**src/rtl/wbsplit_pkg.sv**
```systemverilog
package wbsplit_pkg;
   typedef enum logic [1:0] {
      DST_RAM  = 2'd0,
      DST_MEM  = 2'd1,
      DST_PER  = 2'd2,
      DST_BOOT = 2'd3
   } dest_e;
endpackage

```
**src/rtl/wbsplit_decode.sv**
```systemverilog
module wbsplit_decode
   import wbsplit_pkg::*;
#(
   parameter int ADDR_W   = 32,
   parameter int WIN_LSB  = 24,
   parameter int BOOT_LSB = 8
) (
   input  logic [ADDR_W-1:BOOT_LSB] addr_hi,
   output dest_e                    dest
);
   localparam int TOP_W = ADDR_W - WIN_LSB;
   localparam int MID_W = WIN_LSB - BOOT_LSB;

   generate
      if (TOP_W < 2) begin : g_bad_top
         $error("wbsplit_decode: region field too narrow");
      end
      if (MID_W < 1) begin : g_bad_mid
         $error("wbsplit_decode: reserved window must be below region boundary");
      end
   endgenerate

   logic [TOP_W-1:0] top_field;
   logic [MID_W-1:0] mid_field;

   assign top_field = addr_hi[ADDR_W-1:WIN_LSB];
   assign mid_field = addr_hi[WIN_LSB-1:BOOT_LSB];

   always_comb begin
      if (top_field == '0) begin
         dest = DST_RAM;
      end else if (&top_field) begin
         dest = (&mid_field) ? DST_BOOT : DST_PER;
      end else begin
         dest = DST_MEM;
      end
   end
endmodule

```
**src/rtl/wbsplit_timer.sv**
```systemverilog
module wbsplit_timer #(
   parameter int LIMIT = 4096
) (
   input  logic clk,
   input  logic rst,
   input  logic clr,
   input  logic run,
   output logic expired
);
   localparam int CW = $clog2(LIMIT + 1);
   localparam logic [CW-1:0] LAST = CW'(LIMIT - 1);

   generate
      if (LIMIT < 2) begin : g_bad_limit
         $error("wbsplit_timer: LIMIT must be at least 2");
      end
   endgenerate

   logic [CW-1:0] cnt;

   assign expired = run && (cnt == LAST);

   always_ff @(posedge clk) begin
      if (rst || clr) begin
         cnt <= '0;
      end else if (run && !expired) begin
         cnt <= cnt + 1'b1;
      end
   end


   cnt_in_range_chk: assert property (@(posedge clk) disable iff (rst)
      cnt <= LAST);


   cnt_cleared_chk: assert property (@(posedge clk) disable iff (rst)
      clr |=> cnt == '0);
endmodule

```
**src/rtl/wbsplit_port.sv**
```systemverilog
module wbsplit_port #(
   parameter int AW = 32,
   parameter int DW = 32,
   parameter int SW = DW / 8
) (
   input  logic          clk,
   input  logic          rst,
   input  logic          launch,
   input  logic          abort,
   input  logic [AW-1:0] addr_in,
   input  logic [DW-1:0] wdata_in,
   input  logic [SW-1:0] sel_in,
   input  logic          we_in,
   input  logic          ack_i,
   output logic          cyc_o,
   output logic          stb_o,
   output logic          we_o,
   output logic [AW-1:0] adr_o,
   output logic [DW-1:0] dat_o,
   output logic [SW-1:0] sel_o,
   output logic          done
);
   generate
      if (SW * 8 != DW) begin : g_bad_sel
         $error("wbsplit_port: data width must be a whole number of bytes");
      end
   endgenerate

   logic active;

   assign cyc_o = active;
   assign stb_o = active;
   assign done  = active && ack_i;

   always_ff @(posedge clk) begin
      if (rst) begin
         active <= 1'b0;
      end else if (launch) begin
         active <= 1'b1;
      end else if (active && (ack_i || abort)) begin
         active <= 1'b0;
      end
   end

   always_ff @(posedge clk) begin
      if (rst) begin
         adr_o <= '0;
         dat_o <= '0;
         sel_o <= '0;
         we_o  <= 1'b0;
      end else if (launch) begin
         adr_o <= addr_in;
         dat_o <= wdata_in;
         sel_o <= sel_in;
         we_o  <= we_in;
      end
   end


   hold_until_ack_chk: assert property (@(posedge clk) disable iff (rst)
      cyc_o && !ack_i && !abort |=> cyc_o && $stable(adr_o) && $stable(dat_o)
                                      && $stable(sel_o) && $stable(we_o));


   drop_after_ack_chk: assert property (@(posedge clk) disable iff (rst)
      cyc_o && ack_i |=> !cyc_o);


   open_after_launch_chk: assert property (@(posedge clk) disable iff (rst)
      launch |=> cyc_o && stb_o);
endmodule

```
**src/rtl/wbsplit_bridge.sv**
```systemverilog
module wbsplit_bridge
   import wbsplit_pkg::*;
#(
   parameter int ADDR_W         = 32,
   parameter int DATA_W         = 32,
   parameter int WIN_LSB        = 24,
   parameter int BOOT_LSB       = 8,
   parameter int TIMEOUT_CYCLES = 4096
) (
   input  logic                clk,
   input  logic                rst,
   input  logic                req_valid,
   input  logic [ADDR_W-1:0]   req_addr,
   input  logic [DATA_W-1:0]   req_wdata,
   input  logic [DATA_W/8-1:0] req_be,
   input  logic                req_write,
   output logic                host_wait,
   output logic                ram_sel,
   output logic                rsp_valid,
   output logic                rsp_err,
   output logic [DATA_W-1:0]   rsp_rdata,
   output logic                mem_cyc,
   output logic                mem_stb,
   output logic                mem_we,
   output logic [ADDR_W-1:0]   mem_adr,
   output logic [DATA_W-1:0]   mem_dat_o,
   output logic [DATA_W/8-1:0] mem_sel,
   input  logic                mem_ack,
   input  logic [DATA_W-1:0]   mem_dat_i,
   output logic                mem_rst,
   output logic                per_cyc,
   output logic                per_stb,
   output logic                per_we,
   output logic [WIN_LSB-1:0]  per_adr,
   output logic [DATA_W-1:0]   per_dat_o,
   output logic [DATA_W/8-1:0] per_sel,
   input  logic                per_ack,
   input  logic [DATA_W-1:0]   per_dat_i,
   output logic                per_rst
);
   localparam int SEL_W  = DATA_W / 8;
   localparam int PER_AW = WIN_LSB;

   generate
      if (ADDR_W <= WIN_LSB) begin : g_bad_win
         $error("wbsplit_bridge: peripheral window must be smaller than address space");
      end
      if (BOOT_LSB >= WIN_LSB) begin : g_bad_boot
         $error("wbsplit_bridge: reserved window must sit inside peripheral window");
      end
   endgenerate

   dest_e dest;
   logic  busy, accept;
   logic  go_mem, go_per, boot_hit;
   logic  mem_done, per_done, ack_hit;
   logic  expired, abort;
   logic  cur_we;
   logic [DATA_W-1:0] cur_dat;

   wbsplit_decode #(
      .ADDR_W  (ADDR_W),
      .WIN_LSB (WIN_LSB),
      .BOOT_LSB(BOOT_LSB)
   ) i_decode (
      .addr_hi(req_addr[ADDR_W-1:BOOT_LSB]),
      .dest   (dest)
   );

   assign busy     = mem_cyc || per_cyc;
   assign accept   = req_valid && !busy;
   assign ram_sel  = accept && (dest == DST_RAM);
   assign go_mem   = accept && (dest == DST_MEM);
   assign go_per   = accept && (dest == DST_PER);
   assign boot_hit = accept && (dest == DST_BOOT);
   assign host_wait = busy;

   assign mem_rst = rst;
   assign per_rst = rst;

   wbsplit_port #(
      .AW(ADDR_W),
      .DW(DATA_W)
   ) i_mem_port (
      .clk     (clk),
      .rst     (rst),
      .launch  (go_mem),
      .abort   (abort),
      .addr_in (req_addr),
      .wdata_in(req_wdata),
      .sel_in  (req_be),
      .we_in   (req_write),
      .ack_i   (mem_ack),
      .cyc_o   (mem_cyc),
      .stb_o   (mem_stb),
      .we_o    (mem_we),
      .adr_o   (mem_adr),
      .dat_o   (mem_dat_o),
      .sel_o   (mem_sel),
      .done    (mem_done)
   );

   wbsplit_port #(
      .AW(PER_AW),
      .DW(DATA_W)
   ) i_per_port (
      .clk     (clk),
      .rst     (rst),
      .launch  (go_per),
      .abort   (abort),
      .addr_in (req_addr[PER_AW-1:0]),
      .wdata_in(req_wdata),
      .sel_in  (req_be),
      .we_in   (req_write),
      .ack_i   (per_ack),
      .cyc_o   (per_cyc),
      .stb_o   (per_stb),
      .we_o    (per_we),
      .adr_o   (per_adr),
      .dat_o   (per_dat_o),
      .sel_o   (per_sel),
      .done    (per_done)
   );

   wbsplit_timer #(
      .LIMIT(TIMEOUT_CYCLES)
   ) i_timer (
      .clk    (clk),
      .rst    (rst),
      .clr    (accept),
      .run    (busy),
      .expired(expired)
   );

   assign ack_hit = mem_done || per_done;
   assign abort   = expired && !ack_hit;
   assign cur_we  = mem_cyc ? mem_we : per_we;
   assign cur_dat = mem_cyc ? mem_dat_i : per_dat_i;

   always_ff @(posedge clk) begin
      if (rst) begin
         rsp_valid <= 1'b0;
         rsp_err   <= 1'b0;
         rsp_rdata <= '0;
      end else begin
         rsp_valid <= ack_hit || abort || boot_hit;
         rsp_err   <= abort;
         rsp_rdata <= (ack_hit && !cur_we) ? cur_dat : '0;
      end
   end


   one_port_chk: assert property (@(posedge clk) disable iff (rst)
      !(mem_cyc && per_cyc));


   boot_hidden_chk: assert property (@(posedge clk) disable iff (rst)
      per_cyc |-> !(&per_adr[PER_AW-1:BOOT_LSB]));


   ack_reply_chk: assert property (@(posedge clk) disable iff (rst)
      ack_hit |=> rsp_valid && !rsp_err);


   timeout_reply_chk: assert property (@(posedge clk) disable iff (rst)
      abort |=> rsp_valid && rsp_err && (rsp_rdata == '0) && !host_wait);


   reset_clears_chk: assert property (@(posedge clk)
      rst |=> !mem_cyc && !per_cyc && !rsp_valid);
endmodule

```
**config.mk**
```make
export PLATFORM = sky130hd
export DESIGN_NAME = wbsplit_bridge
export DESIGN_NICKNAME = d
export VERILOG_FILES = /design/src/rtl/wbsplit_pkg.sv /design/src/rtl/wbsplit_decode.sv /design/src/rtl/wbsplit_timer.sv /design/src/rtl/wbsplit_port.sv /design/src/rtl/wbsplit_bridge.sv
export SDC_FILE = /design/constraint.sdc
export NUM_CORES = 1
export LEC_CHECK = 0
export ABC_CLOCK_PERIOD_IN_PS = 4400
export BUFFER_PORTS_ARGS = -buffer_cell sky130_fd_sc_hd__clkbuf_2
export CORE_ASPECT_RATIO = 0.9
export CORE_MARGIN = 3
export CORE_UTILIZATION = 50
export CTS_BUF_LIST = sky130_fd_sc_hd__clkbuf_4 sky130_fd_sc_hd__clkbuf_8
export CTS_CLUSTER_SIZE = 20
export DETAILED_ROUTE_END_ITERATION = 7
export PLACE_DENSITY = 0.9
export SYNTH_ARGS = -nofsm -noshare
export SYNTH_HDL_FRONTEND = slang
export SYNTH_SLANG_ARGS = --single-unit
```
**constraint.sdc**
```tcl
create_clock -name clk -period 4.4 [get_ports clk]
set_input_delay 1.32 -clock clk [delete_from_list [all_inputs] [get_ports clk]]
set_output_delay 1.32 -clock clk [all_outputs]
set_load 0.01 [all_outputs]
```
* Yosys cells after proc, flatten, opt, wreduce, memory -nomap -nowiden
Cells that the tools add are included.
** Storage, ports and cells
- Logic and storage cells :: 60
- Register bits :: 179
- Output and inout port bits :: 172
- Input bits :: 138
** Cells by class
- Add/subtract/negate cells :: 1
- Reductions and logical operators :: 31
- Mux-type cells :: 9
- Bitwise operators :: 1
- Equal/unequal tests :: 4
** Operators with widths (count)
- $mux W32 :: 1
- $reduce_and A16 Y1 :: 1
- $add A13 B1 Y13 const B :: 1
- $eq A13 B12 Y1 const B :: 1
- $logic_and A1 B1 Y1 :: 13
- $logic_not A8 Y1 :: 1
- $reduce_and A8 Y1 :: 1
- $logic_or A1 B1 Y1 :: 7
- $mux W1 :: 6
- $eq A2 B2 Y1 const B :: 2
- $logic_not A1 Y1 :: 4
- $mux W2 :: 2
- $reduce_bool A2 Y1 :: 2
- $eq A2 B1 Y1 const B :: 1
- $logic_not A2 Y1 :: 1
- $reduce_or A2 Y1 :: 1
- $not A1 Y1 :: 1

* Longest topological paths before layout
- Depth in word-level cells :: 8
- Mapped depth :: 6

* Hierarchy
Synthesis repeated with hierarchy kept, for this count alone.
** Unflattened totals
- Cells, all modules :: 639
- Area total of the unflattened synthesis :: 6985.4 µm²
** Modules (own cells, without submodules)
- wbsplit_port (i_mem_port) :: cells each 229, area an instance 2537.4 µm², instances 1, seq. area each 1401.3 µm²
- wbsplit_port (i_per_port) :: cells each 203, area an instance 2242.2 µm², instances 1, seq. area each 1241.2 µm²
- wbsplit_bridge :: cells each 124, area an instance 1501.4 µm², instances 1, seq. area each 680.7 µm²
- wbsplit_timer :: cells each 72, area an instance 635.6 µm², instances 1, seq. area each 260.2 µm²
- wbsplit_decode :: cells each 11, area an instance 68.8 µm², instances 1, seq. area each 0.0 µm²

* Worst setup path before layout
OpenSTA, ideal clock, no wires.
- Kind :: input port to output port
- From :: input req_addr[31]
- To :: output ram_sel
- Slack :: 674 ps
- Stages on the path :: 4
- Path buffers :: 1
- Arrival time :: 2406 ps
- Cells stage by stage :: nor4_2 -> nand2_1 -> clkbuf_1 -> nor2_1
** On the way
- Longest elaborated chain between the ends :: 5
** Ends and longest elaborated chain
- start: declaration :: RTL line wbsplit_bridge.sv:13 : input logic [ADDR_W-1:0] req_addr,
- $reduce_and A8 Y1 :: RTL line wbsplit_decode.sv:32 : end else if (&top_field) begin
- $mux W2 :: RTL line wbsplit_decode.sv:32
- $mux W2 (*) :: RTL line wbsplit_decode.sv:30 : if (top_field == '0) begin
- $logic_not A2 Y1 (*) :: RTL line wbsplit_bridge.sv:72 : assign ram_sel = accept && (dest == DST_RAM);
- $logic_and A1 B1 Y1 (*) :: RTL line wbsplit_bridge.sv:72
- end: declaration :: RTL line wbsplit_bridge.sv:18 : output logic ram_sel,
Every way passes the cells marked *; elsewhere a longest branch is shown, timed or not.

* Worst setup path after layout
- From :: input req_addr[27]
- To :: output ram_sel
Same word-level chain as after synthesis.

==> impl_metrics.json <==
{
  "ant_nets": 0,
  "firstDrtPassIters": 5,
  "rsz0062_at_grt": "false",
  "r2r_start": "i_per_port.cyc_o$_SDFFE_PP0P_",
  "ys_seq_area_share_pct": 50.3,
  "hold_viol_final": 0,
  "grt_max_degree": 75,
  "grt-ovfl-total": 0,
  "layoutNonFillerInstCount": 1253,
  "synth_flop_cell": "dfxtp_1",
  "routed_via_density": 5.52,
  "fin_crit_ps": 3680,
  "n_antenna_cell": 0,
  "slew_viol_final": 0,
  "synth_seq_cells": 179,
  "ios": 310,
  "syn-num-nets": 920,
  "placed_cells": 1221,
  "ys_types": 50,
  "cts_root_buf": "clkbuf_8",
  "insertion_delay_ps": 450,
  "slew_headroom_pct": 45.1,
  "cts_resized": 0,
  "n_fill_cell": 1128,
  "fin_skew_ps": 10.7,
  "place.gp.congestion": 0.852,
  "cts_tree": "yes",
  "worstPathArrival_ps": 2360,
  "switching_share_pct": 25.5,
  "setup_violations": 0,
  "drc": 0,
  "yosysMostFrequentCell": "dfxtp_1",
  "fin_tns_setup_ps": 0,
  "p_per_area_nw_per_um2": 349,
  "hold_class": "reg2reg",
  "grt_util_all_layers_pct": 26.0,
  "fin_nets": 1190,
  "synth_top_area_share_pct": 50.3,
  "yosys-top-cells-area": "dfxtp_1, mux2i_1, nand2_1, a21oi_1, nand3_1",
  "path_max_fanout": 3,
  "die_h_um": 119,
  "power.net_switching_mw": 0.812,
  "async_flop_share_pct": 0,
  "reg2reg_to": "i_mem_port.adr_o[20]$_SDFFE_PP0P_",
  "synth_top_area_cell": "dfxtp_1",
  "status": "complete, no violations",
  "path_clk_slew_ps": 90,
  "drt-initial-drc-count": 516,
  "cts_num_sinks": 179,
  "hold_path_end": "i_per_port.dat_o[29]$_SDFFE_PP0P_",
  "syn2layout_area_growth_pct": 28.2,
  "grt_pass1_wl_mm": 33.1,
  "cts_buffer_depth": 2,
  "intPower_mw": 2.38,
  "postLayoutCellArea_um2": 9140,
  "antenna_found_initial": 0,
  "synth_warnings": 0,
  "seq_power_share_pct": 53.0,
  "htreeDepth": 4,
  "clkPwrFrac_pct": 35.8,
  "wire_per_inst_um": 16.7,
  "hold_path_depth": 2,
  "wl_mm": 21.0,
  "place_area_um2": 8730,
  "tightestPinTransition_ps": 821,
  "synth_common_cells": "dfxtp_1, nand2_1, a21oi_1",
  "criticalPathCategory": "in2out",
  "coreArea_um2": 13700,
  "dieArea_um2": 15700,
  "dp.final_hpwl_mm": 15.2,
  "cts_hold_buf": 0,
  "fin_crit_sh_pct": 83.6,
  "r2r_cells": 5,
  "worst-r2r-setup-slack_ps": 1920,
  "num_vias": 6915,
  "rows": 40,
  "drive_above_1_share_pct": 35.9,
  "synth.avg_cell_area_um2": 9.13,
  "final_util_pct": 66.9,
  "fmax_mhz": 272,
  "start_util_pct": 52.2,
  "post_cts_buffers": 0,
  "crit_path_start_kind": "input pin",
  "hp-start": "i_per_port.dat_o[29]$_SDFFE_PP0P_",
  "cts_buffers": 17,
  "synth_edf_count": 0,
  "vdd_drop_max_mv": 0.311,
  "syn_area_um2": 7130,
  "grt_pass1_vias": 6639,
  "p_leak_nw": 3.96,
  "synthCells": 781,
  "cp.required_ps": 3080,
  "endpoint_kind": "output pin",
  "maxCapViolations": 0,
  "die_x_um": 132,
  "combPwrFrac_pct": 11.2,
  "portBuffers": 309
}
-- cells by family (layout without fill, tap and decap cells) --
| logic type | count (synthesis) | after routing | share of synthesized area (%) |
|---|---|---|---|
| simple gates | 258 | 258 | 17.8 |
| compound gates | 189 | 189 | 15.4 |
| flops | 179 | 179 | 50.3 |
| mux | 77 | 77 | 10.8 |
| buf+inv | 76 | 359 | 5.37 |
| fa+ha+maj | 1 | 1 | 0.176 |
| xor+xnor | 1 | 1 | 0.123 |
-- area by class of cell --
cell class / count / area, um^2 / area share (%)
Clock inverter: 11 / 126 / 1.38
Tap cell: 189 / 236 / 2.59
Multi-Input combinational cell: 526 / 3180 / 34.8
Sequential cell: 179 / 3580 / 39.2
Inverter: 6 / 23.8 / 0.260
Timing Repair Buffer: 321 / 1700 / 18.6
Clock buffer: 21 / 283 / 3.09
-- flip-flops by register name, indices dropped and copies added, names as in the netlist --
| signal | cells |
|---|---|
| i_mem_port.sel_o | 4 |
| i_mem_port.we_o | 1 |
| i_per_port.adr_o | 24 |
| i_per_port.cyc_o | 1 |
| i_mem_port.dat_o | 32 |
| i_per_port.dat_o | 32 |
| rsp_err | 1 |
| rsp_valid | 1 |
| i_per_port.sel_o | 4 |
| i_per_port.we_o | 1 |
| i_mem_port.adr_o | 32 |
| i_timer.cnt | 13 |
| rsp_rdata | 32 |
| i_mem_port.cyc_o | 1 |
-- layer usage --
metal / global-route usage [%] / vias to the layer above / routed length [um] / share of wire, %
met5: 0 / - / 0 / 0
met4: 9.19 / 0 / 422 / 2.0
met3: 8.32 / 40 / 1920 / 9.2
met2: 46.1 / 344 / 10700 / 51
met1: 29.4 / 3240 / 7900 / 38
li1: - / 3291 / - / -
-- power by group through the flow --
| stage | Sequential, mW | Clock, mW | Combinational, mW |
|---|---|---|---|
| floorplan | 1.75 | 0 | 0.165 |
| global placement | 1.72 | 0 | 0.352 |
| detailed placement | 1.73 | 0 | 0.358 |
| CTS | 1.69 | 1.16 | 0.360 |
| global route | 1.69 | 1.22 | 0.396 |
| finish | 1.69 | 1.14 | 0.358 |
-- through the flow --
step / hold WS (ps) / total power, mW / setup slack [ps]
after floorplan: 438 / 1.91 / 674
after detailed placement: 447 / 2.09 / 695
after global routing: 478 / 3.31 / 620
after CTS: 463 / 3.21 / 685
after global placement: 442 / 2.08 / 703
final: 461 / 3.19 / 723
-- worst max-delay path: stages --
cell      delay, ps
clkbuf_2        110
nor4_2          550
nand2_2         100
nor2_1          110
clkbuf_2        160
-- worst max-delay path by stage --
stage / start / endpoint / slack [ps]
after detailed placement: req_addr[27] / ram_sel / 700
after floorplan: req_addr[31] / ram_sel / 670
after global routing: req_addr[27] / ram_sel / 620
after global placement: req_addr[27] / ram_sel / 700
after CTS: req_addr[27] / ram_sel / 690
final: req_addr[27] / ram_sel / 720
-- placed cells by master (no fill, tap or decap), types with 5 or more instances in the layout --
cell type    n
a21oi_1     78
a31o_1       9
a31o_2       6
and4bb_2     8
buf_12       5
buf_4        8
clkbuf_2   308
clkbuf_8    20
dfxtp_1    178
inv_1        5
mux2i_1     77
nand2_1    105
nand3_1     67
nand4_1      8
nor2_1      39
nor3_1       6
nor4bb_1     7
o21ai_0     66
o21ai_1      6
Power figures use the tool's default switching activity.
